[config.mk]
export PLATFORM = sky130hd
export DESIGN_NAME = panel_timing_gen
export DESIGN_NICKNAME = d
export VERILOG_FILES = /design/src/rtl/panel_timing_pkg.sv /design/src/rtl/ptg_control.sv /design/src/rtl/ptg_datapath.sv /design/src/rtl/panel_timing_gen.sv
export SDC_FILE = /design/constraint.sdc
export NUM_CORES = 1
export LEC_CHECK = 0
export ABC_CLOCK_PERIOD_IN_PS = 3900
export BUFFER_PORTS_ARGS = -buffer_cell sky130_fd_sc_hd__clkbuf_2
export CAP_MARGIN = 10
export CORE_AREA = 2 2 161 100
export CTS_CLUSTER_SIZE = 12
export DETAILED_ROUTE_END_ITERATION = 8
export DIE_AREA = 0 0 163 102
export PLACE_DENSITY = 0.82
export SLEW_MARGIN = 25
export SYNTH_ARGS = -nofsm -noshare
export SYNTH_HDL_FRONTEND = slang
export SYNTH_SLANG_ARGS = --single-unit
[constraint.sdc]
create_clock -name clk -period 3.9 [get_ports clk]
set_input_delay 0.78 -clock clk [delete_from_list [all_inputs] [get_ports clk]]
set_output_delay 0.78 -clock clk [all_outputs]
set_load 0.02 [all_outputs]
[src/rtl/panel_timing_pkg.sv]
package panel_timing_pkg;

  localparam int BUS_W = 24;

  typedef enum logic [1:0] {
    PH_SYNC  = 2'd0,
    PH_BACK  = 2'd1,
    PH_ACT   = 2'd2,
    PH_FRONT = 2'd3
  } phase_e;

  // strobes from control to datapath
  typedef struct packed {
    logic tick;   // advance one pixel
    logic clear;  // idle: hold counters at frame origin
    logic load;   // capture live fields into shadows
  } ctrl_s;

endpackage

[src/rtl/ptg_control.sv]
module ptg_control
  import panel_timing_pkg::*;
#(
  parameter int DIV_W = 8
) (
  input  logic             clk,
  input  logic             rstN,
  input  logic             enable,
  input  logic [DIV_W-1:0] cfgDiv,
  input  logic             cfgBypass,
  input  logic             cfgClkFall,
  input  logic             lastPix,
  output ctrl_s            ctrl,
  output logic             pclkOut
);

  localparam int NW = DIV_W + 1;

  logic             run;
  logic [NW-1:0]    divCnt;
  logic [DIV_W-1:0] shDiv;
  logic             shBypass;
  logic             shClkFall;

  logic [NW-1:0] ratio, hiCnt, edgeIdx;
  logic [NW-1:0] newRatio, newHi, newEdge, wrapCnt;
  logic          tick, load, frameWrap;

  always_comb begin
    ratio   = NW'({1'b0, shDiv}) + NW'(2);
    hiCnt   = (ratio + NW'(1)) >> 1;
    edgeIdx = shClkFall ? hiCnt : '0;

    newRatio = NW'({1'b0, cfgDiv}) + NW'(2);
    newHi    = (newRatio + NW'(1)) >> 1;
    newEdge  = cfgClkFall ? newHi : '0;
    wrapCnt  = (newEdge == newRatio - NW'(1)) ? '0 : newEdge + NW'(1);
  end

  assign tick      = run && (shBypass || (divCnt == edgeIdx));
  assign frameWrap = tick && lastPix;
  assign load      = !run || frameWrap;

  assign ctrl.tick  = tick;
  assign ctrl.clear = !run;
  assign ctrl.load  = load;

  assign pclkOut = run && (shBypass || (divCnt < hiCnt));

  always_ff @(posedge clk) begin
    if (!rstN) begin
      run       <= 1'b0;
      divCnt    <= '0;
      shDiv     <= '0;
      shBypass  <= 1'b0;
      shClkFall <= 1'b0;
    end else begin
      run <= enable;
      if (load) begin
        shDiv     <= cfgDiv;
        shBypass  <= cfgBypass;
        shClkFall <= cfgClkFall;
      end
      if (!run) begin
        divCnt <= '0;
      end else if (frameWrap) begin
        // reseed so the next strobe lands one full new period later
        divCnt <= wrapCnt;
      end else if (divCnt >= ratio - NW'(1)) begin
        divCnt <= '0;
      end else begin
        divCnt <= divCnt + NW'(1);
      end
    end
  end


  single_strobe_chk: assert property (@(posedge clk) disable iff (!rstN)
    (tick && !shBypass) |=> (!tick || shBypass));


  rise_edge_chk: assert property (@(posedge clk) disable iff (!rstN)
    (run && $past(run) && !$past(load) && !shBypass && !shClkFall && $rose(pclkOut))
      |-> tick);


  fall_edge_chk: assert property (@(posedge clk) disable iff (!rstN)
    (run && $past(run) && !$past(load) && !shBypass && shClkFall && $fell(pclkOut))
      |-> tick);


  idle_quiet_chk: assert property (@(posedge clk) disable iff (!rstN)
    !run |-> (!tick && !pclkOut));

endmodule

[src/rtl/ptg_datapath.sv]
module ptg_datapath
  import panel_timing_pkg::*;
#(
  parameter int SYNC_W  = 6,
  parameter int PORCH_W = 8,
  parameter int ACT_W   = 10
) (
  input  logic               clk,
  input  logic               rstN,
  input  ctrl_s              ctrl,
  input  logic [SYNC_W-1:0]  cfgHSync,
  input  logic [PORCH_W-1:0] cfgHBack,
  input  logic [ACT_W-1:0]   cfgWidth,
  input  logic [PORCH_W-1:0] cfgHFront,
  input  logic [SYNC_W-1:0]  cfgVSync,
  input  logic [PORCH_W-1:0] cfgVBack,
  input  logic [ACT_W-1:0]   cfgHeight,
  input  logic [PORCH_W-1:0] cfgVFront,
  input  logic               cfgHSyncLow,
  input  logic               cfgVSyncLow,
  input  logic [1:0]         cfgFmt,
  output logic               hsync,
  output logic               vsync,
  output logic               de,
  output logic [ACT_W-1:0]   pixX,
  output logic [ACT_W-1:0]   pixY,
  output logic [BUS_W-1:0]   busMask,
  output logic               lastPix
);

  localparam int WIDE_A = (ACT_W > PORCH_W) ? ACT_W : PORCH_W;
  localparam int CNT_W  = (WIDE_A > SYNC_W) ? WIDE_A : SYNC_W;

  logic [SYNC_W-1:0]  shHSync, shVSync;
  logic [PORCH_W-1:0] shHBack, shHFront, shVBack, shVFront;
  logic [ACT_W-1:0]   shWidth, shHeight;
  logic               shHLow, shVLow;
  logic [1:0]         shFmt;

  phase_e           hPh, vPh, hNext, vNext;
  logic [CNT_W-1:0] hCnt, vCnt, hLast, vLast;
  logic             hEnd, vEnd, lineEnd, running, inAct;

  always_comb begin
    unique case (hPh)
      PH_SYNC:  begin hLast = CNT_W'(shHSync);  hNext = PH_BACK;  end
      PH_BACK:  begin hLast = CNT_W'(shHBack);  hNext = PH_ACT;   end
      PH_ACT:   begin hLast = CNT_W'(shWidth);  hNext = PH_FRONT; end
      default:  begin hLast = CNT_W'(shHFront); hNext = PH_SYNC;  end
    endcase
    unique case (vPh)
      PH_SYNC: begin
        vLast = CNT_W'(shVSync);
        vNext = (shVBack == '0) ? PH_ACT : PH_BACK;
      end
      PH_BACK:  begin vLast = CNT_W'(shVBack) - CNT_W'(1); vNext = PH_ACT;   end
      PH_ACT:   begin vLast = CNT_W'(shHeight);            vNext = PH_FRONT; end
      default:  begin vLast = CNT_W'(shVFront);            vNext = PH_SYNC;  end
    endcase
  end

  assign hEnd    = (hCnt == hLast);
  assign vEnd    = (vCnt == vLast);
  assign lineEnd = hEnd && (hPh == PH_FRONT);
  assign lastPix = lineEnd && vEnd && (vPh == PH_FRONT);

  always_ff @(posedge clk) begin
    if (!rstN) begin
      hPh <= PH_SYNC;  hCnt <= '0;
      vPh <= PH_SYNC;  vCnt <= '0;
      shHSync <= '0; shHBack <= '0; shWidth  <= '0; shHFront <= '0;
      shVSync <= '0; shVBack <= '0; shHeight <= '0; shVFront <= '0;
      shHLow  <= 1'b0; shVLow <= 1'b0; shFmt <= '0;
    end else begin
      if (ctrl.load) begin
        shHSync <= cfgHSync; shHBack <= cfgHBack; shWidth  <= cfgWidth;  shHFront <= cfgHFront;
        shVSync <= cfgVSync; shVBack <= cfgVBack; shHeight <= cfgHeight; shVFront <= cfgVFront;
        shHLow  <= cfgHSyncLow; shVLow <= cfgVSyncLow; shFmt <= cfgFmt;
      end
      if (ctrl.clear) begin
        hPh <= PH_SYNC;  hCnt <= '0;
        vPh <= PH_SYNC;  vCnt <= '0;
      end else if (ctrl.tick) begin
        if (hEnd) begin
          hCnt <= '0;
          hPh  <= hNext;
        end else begin
          hCnt <= hCnt + CNT_W'(1);
        end
        if (lineEnd) begin
          if (vEnd) begin
            vCnt <= '0;
            vPh  <= vNext;
          end else begin
            vCnt <= vCnt + CNT_W'(1);
          end
        end
      end
    end
  end

  assign running = !ctrl.clear;
  assign inAct   = (hPh == PH_ACT) && (vPh == PH_ACT);
  assign de      = running && inAct;
  assign pixX    = de ? ACT_W'(hCnt) : '0;
  assign pixY    = de ? ACT_W'(vCnt) : '0;
  assign hsync   = (running && (hPh == PH_SYNC)) ^ shHLow;
  assign vsync   = (running && (vPh == PH_SYNC)) ^ shVLow;

  always_comb begin
    unique case (shFmt)
      2'd0:    busMask = BUS_W'(24'h000FFF);
      2'd1:    busMask = BUS_W'(24'h00FFFF);
      2'd2:    busMask = BUS_W'(24'h03FFFF);
      default: busMask = BUS_W'(24'hFFFFFF);
    endcase
  end


  de_start_chk: assert property (@(posedge clk) disable iff (!rstN)
    $rose(de) |-> (pixX == '0));


  x_step_chk: assert property (@(posedge clk) disable iff (!rstN)
    (de && ctrl.tick && !hEnd) |=>
      (ctrl.clear || (de && (pixX == ACT_W'($past(pixX) + 1'b1)))));


  v_hold_chk: assert property (@(posedge clk) disable iff (!rstN)
    (!ctrl.clear && !(ctrl.tick && lineEnd)) |=> ($stable(vCnt) && $stable(vPh)));


  shadow_hold_chk: assert property (@(posedge clk) disable iff (!rstN)
    !ctrl.load |=> $stable({shHSync, shHBack, shWidth, shHFront, shVSync,
                            shVBack, shHeight, shVFront, shHLow, shVLow, shFmt}));


  mask_floor_chk: assert property (@(posedge clk) disable iff (!rstN)
    (busMask[11:0] == 12'hFFF) && ($countones(busMask) >= 12));

endmodule

[src/rtl/panel_timing_gen.sv]
module panel_timing_gen
  import panel_timing_pkg::*;
#(
  parameter int SYNC_W  = 6,
  parameter int PORCH_W = 8,
  parameter int ACT_W   = 10,
  parameter int DIV_W   = 8
) (
  input  logic               clk,
  input  logic               rstN,
  input  logic               enable,
  input  logic [SYNC_W-1:0]  cfgHSync,
  input  logic [PORCH_W-1:0] cfgHBack,
  input  logic [ACT_W-1:0]   cfgWidth,
  input  logic [PORCH_W-1:0] cfgHFront,
  input  logic [SYNC_W-1:0]  cfgVSync,
  input  logic [PORCH_W-1:0] cfgVBack,
  input  logic [ACT_W-1:0]   cfgHeight,
  input  logic [PORCH_W-1:0] cfgVFront,
  input  logic               cfgHSyncLow,
  input  logic               cfgVSyncLow,
  input  logic [1:0]         cfgFmt,
  input  logic [DIV_W-1:0]   cfgDiv,
  input  logic               cfgBypass,
  input  logic               cfgClkFall,
  output logic               pixStrobe,
  output logic               pclkOut,
  output logic               hsync,
  output logic               vsync,
  output logic               de,
  output logic [ACT_W-1:0]   pixX,
  output logic [ACT_W-1:0]   pixY,
  output logic [23:0]        busMask
);

  ctrl_s ctrl;
  logic  lastPix;

  ptg_control #(.DIV_W(DIV_W)) u_control (
    .clk        (clk),
    .rstN       (rstN),
    .enable     (enable),
    .cfgDiv     (cfgDiv),
    .cfgBypass  (cfgBypass),
    .cfgClkFall (cfgClkFall),
    .lastPix    (lastPix),
    .ctrl       (ctrl),
    .pclkOut    (pclkOut)
  );

  ptg_datapath #(
    .SYNC_W  (SYNC_W),
    .PORCH_W (PORCH_W),
    .ACT_W   (ACT_W)
  ) u_datapath (
    .clk         (clk),
    .rstN        (rstN),
    .ctrl        (ctrl),
    .cfgHSync    (cfgHSync),
    .cfgHBack    (cfgHBack),
    .cfgWidth    (cfgWidth),
    .cfgHFront   (cfgHFront),
    .cfgVSync    (cfgVSync),
    .cfgVBack    (cfgVBack),
    .cfgHeight   (cfgHeight),
    .cfgVFront   (cfgVFront),
    .cfgHSyncLow (cfgHSyncLow),
    .cfgVSyncLow (cfgVSyncLow),
    .cfgFmt      (cfgFmt),
    .hsync       (hsync),
    .vsync       (vsync),
    .de          (de),
    .pixX        (pixX),
    .pixY        (pixY),
    .busMask     (busMask),
    .lastPix     (lastPix)
  );

  assign pixStrobe = ctrl.tick;

endmodule

======== After elaboration in Yosys (flattened, before gate mapping) ========
Index checks and enable logic that the tools add are counted.
storage, ports and cells
  input bits .............................. 81
  flip-flop bits (word level) ............. 112
operators by class
  reduce and logical (&&, ||, !) cells .... 22
  $add $sub $neg .......................... 11
  $lt $le $gt $ge ......................... 2
  bitwise gates (word level) .............. 2
  mux-type cells .......................... 15
  equality and inequality tests ........... 12
operators by type and width
  operator                                              number
  case mux 24 bit (3 select lines)                      1
  case mux 10 bit (3 select lines)                      2
  2-to-1 mux 10 bit                                     4
  adder 9 x 1 -> 9 bit (second input constant)          4
  2-to-1 mux 9 bit                                      3
  adder 10 x 1 -> 10 bit (second input constant)        2
  equality test 10 bit                                  2
  adder 8 x 2 -> 9 bit (second input constant)          2
  equality test 9 bit                                   2
  subtractor 9 x 1 -> 9 bit (second input constant)     2
  2-to-1 mux 8 bit                                      2
  case mux 2 bit (3 select lines)                       2
  equality test 2 bit (second input constant)           5
  logical AND 1 bit                                     10
  greater-or-equal comparator 9 bit                     1
  < comparator 9 x 8 -> 1 bit                           1
  subtractor 8 x 1 -> 9 bit (second input constant)     1
  logical NOT 8 bit                                     1
  equality test 2 x 1 -> 1 bit (second input constant)  3
  logical NOT 2 bit                                     3
  AND reduction 2 bit                                   3
  logical OR 1 bit                                      3
  AND reduction 3 bit                                   1
  2-to-1 mux 2 bit                                      1
  other kinds (2)                                       3

======== Logic depth before layout (Yosys ltp) ========
  depth in word-level cells ............... 8
  mapped depth ............................ 16

======== By module ========
Synthesis repeated with hierarchy kept, for this count alone.
second synthesis, totals
  cells, all modules ...................... 897
  area, all modules ....................... 7891.3 um^2
by module, submodules not included
  module        instances  cells each  area each (um^2)
  ptg_datapath  1          558         5147.4
  ptg_control   1          339         2743.9

======== Least setup slack after synthesis ========
Ideal clock, no wire load.
  kind .................................... register to output
  start point ............................. register u_control.shDiv[1]
  end point ............................... output port pixStrobe
  path buffers ............................ 3
  arrival time ............................ 3174 ps
  cell stages (with the launch flop) ...... 13
  required time ........................... 3120 ps
  setup slack ............................. -54 ps
  cell sequence ........................... dfxtp_1 -> buf_2 -> inv_1 -> ha_1 -> clkbuf_1 -> nand3b_1 -> a21oi_2 -> a32oi_1 -> a2111o_1 -> o41ai_1 -> clkbuf_1 -> nand2_1 -> inv_1
on the way
  longest elaborated chain between the ends .. 6
ends and longest elaborated chain
  item                    line                    source
  from (decl)             ptg_control.sv:21       logic [DIV_W-1:0] shDiv;
  from (signal assigned)  ptg_control.sv:60       shDiv <= cfgDiv;
  adder 8 x 2 -> 9 bit    ptg_control.sv:30       ratio = NW'({1'b0, shDiv}) + NW'(2);
  adder 9 x 1 -> 9 bit    ptg_control.sv:31       hiCnt = (ratio + NW'(1)) >> 1;
  2-to-1 mux 8 bit        ptg_control.sv:32       edgeIdx = shClkFall ? hiCnt : '0;
  equality test 9 bit     ptg_control.sv:40       assign tick = run && (shBypass || (divCnt == edgeIdx));
  logical OR 1 bit        ptg_control.sv:40
  logical AND 1 bit       ptg_control.sv:40
  to (decl)               panel_timing_gen.sv:26  output logic pixStrobe,
No other way between the ends.

======== Worst setup path in the final report ========
  start point ............................. register u_control.shDiv[2]
  end point ............................... output port pclkOut
on the way
  longest elaborated chain between the ends .. 5
ends and longest elaborated chain
  item                         line                    source
  adder 8 x 2 -> 9 bit         ptg_control.sv:30
  adder 9 x 1 -> 9 bit         ptg_control.sv:31
  < comparator 9 x 8 -> 1 bit  ptg_control.sv:48       assign pclkOut = run && (shBypass || (divCnt < hiCnt));
  logical OR 1 bit             ptg_control.sv:48
  logical AND 1 bit            ptg_control.sv:48
  to (decl)                    panel_timing_gen.sv:27  output logic pclkOut,
No other way between the ends.

==> results.ini <==
[synthesis]
avgSynthCellArea_um2=7.672
yosys.area.top_type_share_pct=30.01
synth.largest_area_cell=dfxtp_1
synth_seq_cells=112
yosysSeqAreaShare_pct=30.01
async_flop_share_pct=0
synth_area_um2=7472
synth_ff_type=dfxtp_1
synth-edff-count=0
synth_top_cells_by_area=dfxtp_1 30%, nand3_1 7.3%, o21ai_0 7.2%
synth_cell_types=70
syn_inst=974
yosysWarningCount=0

[die]
fp.dieH_um=102
dieArea_um2=16630
pin_count=130
fp.dieW_um=163
rows=35
coreArea_um2=15110
start_util_pct=49.46

[pwr]
pwr-share-clk_pct=34.9
power.density_nw_per_um2=309.4
p_int_mw=1.897
p_leak_nw=3.683
p_switching_mw=0.8345
swShare_pct=30.55
pwr-share-seq_pct=45.8
comb_power_share_pct=19.3
ir_drop_mv=0.2274

[grt]
gr-usage-all-layers_pct=24.80
grt_overflow=0
first_global_vias=6273
antenna_found_initial=0
busiest_layer=met1
grt_max_degree=91
grt_use_met2_pct=31.68
grt_use_met3_pct=5.195
grt_pass1_wl_um=32790
use_met1_pct=40.49

[clock_network]
cts-root-buf=clkbuf_16
clk-insertion-delay-late_ns=0.36
cts_tree=built
cts_buffers=9
cts-htree-levels=3
clkSinkCount=112
cts_max_path_buffers=2
hold_buffers=0
clkTransAtPathRegs_ns=0.08

[detailed_routing]
vias_per_cell=5.830
drc=0
wl_per_cell_um=16.85
drt_pass1_iterations=5
antenna_left=0
drt-total-wl_um=21570
via_count=7462
first_iter_violations=926

[run]
cap_violations=0

[cells_and_area]
num-nets-final=1193
layout_commonest_cell=nand2_1
seq_area_um2=2261
utilization_pct=58.43
fill_cells=1372
multi_input_comb_area_um2=4912
area_growth_pct=18.13
antenna_cells=0
fin_cells=1280
layout_common_cells=121 x nand2_1, 114 x clkbuf_2, 109 x nand3_1
drive_gt1_share_pct=20.43

[sta]
fin_crit_sh_pct=101.1
rsz0062_at_grt=yes
finalSetupViolCount=1
fmax_mhz=253.5
hold_viol_final=0
setup_slack_ns=-0.04405
tightest_slew_ns=0.8158
max_slew_margin_pct=45.22
maxSlewViolCount=0
finClkSkew_ns=0.01563
layout_min_cycle_time_ns=3.944
whs_ns=0.4594

[critical_path]
crit_path_max_fanout=5
cpLargestDelayFamily=compound AO/OA/AOI/OAI gates
worstSetupEndpointType=output port
path_buf_inv=1
critPathMaxStageDelay_ns=0.39
arrival_ns=3.16
critPathRequiredTime_ns=3.12
critical_path_class=register to output port
cp_common_cell=a21o_1
crit_slowest_cell=dfxtp_4
startpoint_type=register
crit_chain=ha_4 -> xor2_4 -> nand3b_1 -> xnor2_2 -> ha_1 -> a21o_1 -> a21o_1 -> a21o_1 -> a21o_1 -> a211o_1 -> a21oi_2 -> clkbuf_8

[status]
violations=negative setup slack
status=finished, violations left

[place]
port_buffers=117
gp_congestion=0.9703
pre_cts_slack_ns=-0.00009082
dp_hpwl_um=15660
dp.cells=1254

[hold_path]
hp-class=register to register

==> power groups by stage <==
| stage | sequential, mW | clock (mW) | combinational [mW] |
|---|---|---|---|
| detailed placement | 1.27 | 0 | 0.481 |
| CTS | 1.25 | 0.965 | 0.495 |
| floorplan | 1.25 | 0 | 0.355 |
| global placement | 1.27 | 0 | 0.473 |
| global route | 1.26 | 1.02 | 0.577 |
| finish | 1.25 | 0.953 | 0.528 |
==> worst register-to-register path, stage by stage, from the launching register on <==
cell and delay, ns:
dfxtp_1 0.41, inv_1 0.09, ha_2 0.25, a222oi_1 0.49
mux2i_1 0.22, xnor2_1 0.22, nand4_1 0.16, nor4_2 0.33
buf_4 0.18, nor4bb_4 0.46, a41o_4 0.42, buf_12 0.16
buf_4 0.12, nand3_1 0.11, o31ai_1 0.12
==> cell usage after synthesis (all sizes together), types with 4 or more instances <==
cell and count:
a21o 10, a21oi 23, a221oi 4, a222oi 6, a22oi 8, a31oi 5
and2 28, and3 15, buf 37, clkbuf 49, dfxtp 112, ha 40
inv 32, mux2i 12, nand2 122, nand2b 6, nand3 110, nand3b 4
nand4 18, nor2 33, nor2b 8, nor3 9, nor3b 5, nor4 11
o21ai 107, o31a 4, o31ai 14, or2 4, or3 12, or4 7
xnor2 38, xor2 38
==> state kept, by name (all words and copies together), names as in the netlist, 2 cells and up <==
register / cells
u_datapath.hCnt: 10
u_datapath.shHeight: 10
u_datapath.shWidth: 10
u_datapath.vCnt: 10
u_control.divCnt: 9
u_control.shDiv: 8
u_datapath.shHBack: 8
u_datapath.shHFront: 8
u_datapath.shVBack: 8
u_datapath.shVFront: 8
u_datapath.shHSync: 6
u_datapath.shVSync: 6
u_datapath.hPh: 2
u_datapath.shFmt: 2
u_datapath.vPh: 2
==> cell families (layout without fill, tap and decap cells) <==
group	count (synthesis)	after routing	share of synthesized area, %
other cells	1	12	0.05019
simple gates	402	402	27.26
xor+xnor	77	77	9.327
buf+inv	118	209	7.251
compound gates	211	212	17.65
fa+ha+maj	40	40	6.698
mux	13	13	1.758
flops	112	112	30.01
==> cell type report <==
cell class	count	share of cell area, %
sequential	112	25.61
clock inverter	6	0.7654
multi-input combinational	756	55.65
timing repair buffer	161	11.00
clock buffer	10	2.707
inverter	32	1.389
tap	203	2.877
==> path summary, 6_finish.rpt <==
| kind | from | endpoint | slack (ns) | cells after the start |
|---|---|---|---|---|
| worst max-delay path | u_control.shDiv[2]$_SDFFE_PN0P_ | pclkOut | -0.04 | 12 |
| worst min-delay path | u_datapath.shHFront[1]$_SDFFE_PN0P_ | u_datapath.shHFront[1]$_SDFFE_PN0P_ | 0.46 | 2 |
| worst max register to register | u_datapath.hPh[1]$_SDFFE_PN0P_ | u_control.shClkFall$_SDFFE_PN0P_ | 0.06 | 14 |
| worst min register to register | u_datapath.shHFront[1]$_SDFFE_PN0P_ | u_datapath.shHFront[1]$_SDFFE_PN0P_ | 0.46 | 2 |
==> metrics by stage <==
stage / TNS, ns / cell area [um2] / power [mW]
after floorplan: 0 / 7525 / 1.605
after global placement: 0 / 8244 / 1.743
after detailed placement: -0.00009082 / 8244 / 1.755
after CTS: -0.06161 / 8640 / 2.708
after global routing: -0.5531 / 8827 / 2.850
final: -0.04405 / 8827 / 2.732
==> per-layer routing <==
metal | up-vias | part of all wire (%)
met3 | 30 | 12
li1 | 3625 | -
met5 | - | 0
met1 | 3369 | 49
met4 | 0 | 1.4
met2 | 438 | 37
==> timing repair <==
action                     in CTS  in global routing
setup endpoints to repair       2                 83
pin swaps                       7                 12
gates resized for setup        18                 27
cloned                          0                  1
setup buffers                   1                  8
Note: power is estimated with default switching activity, not from simulation.
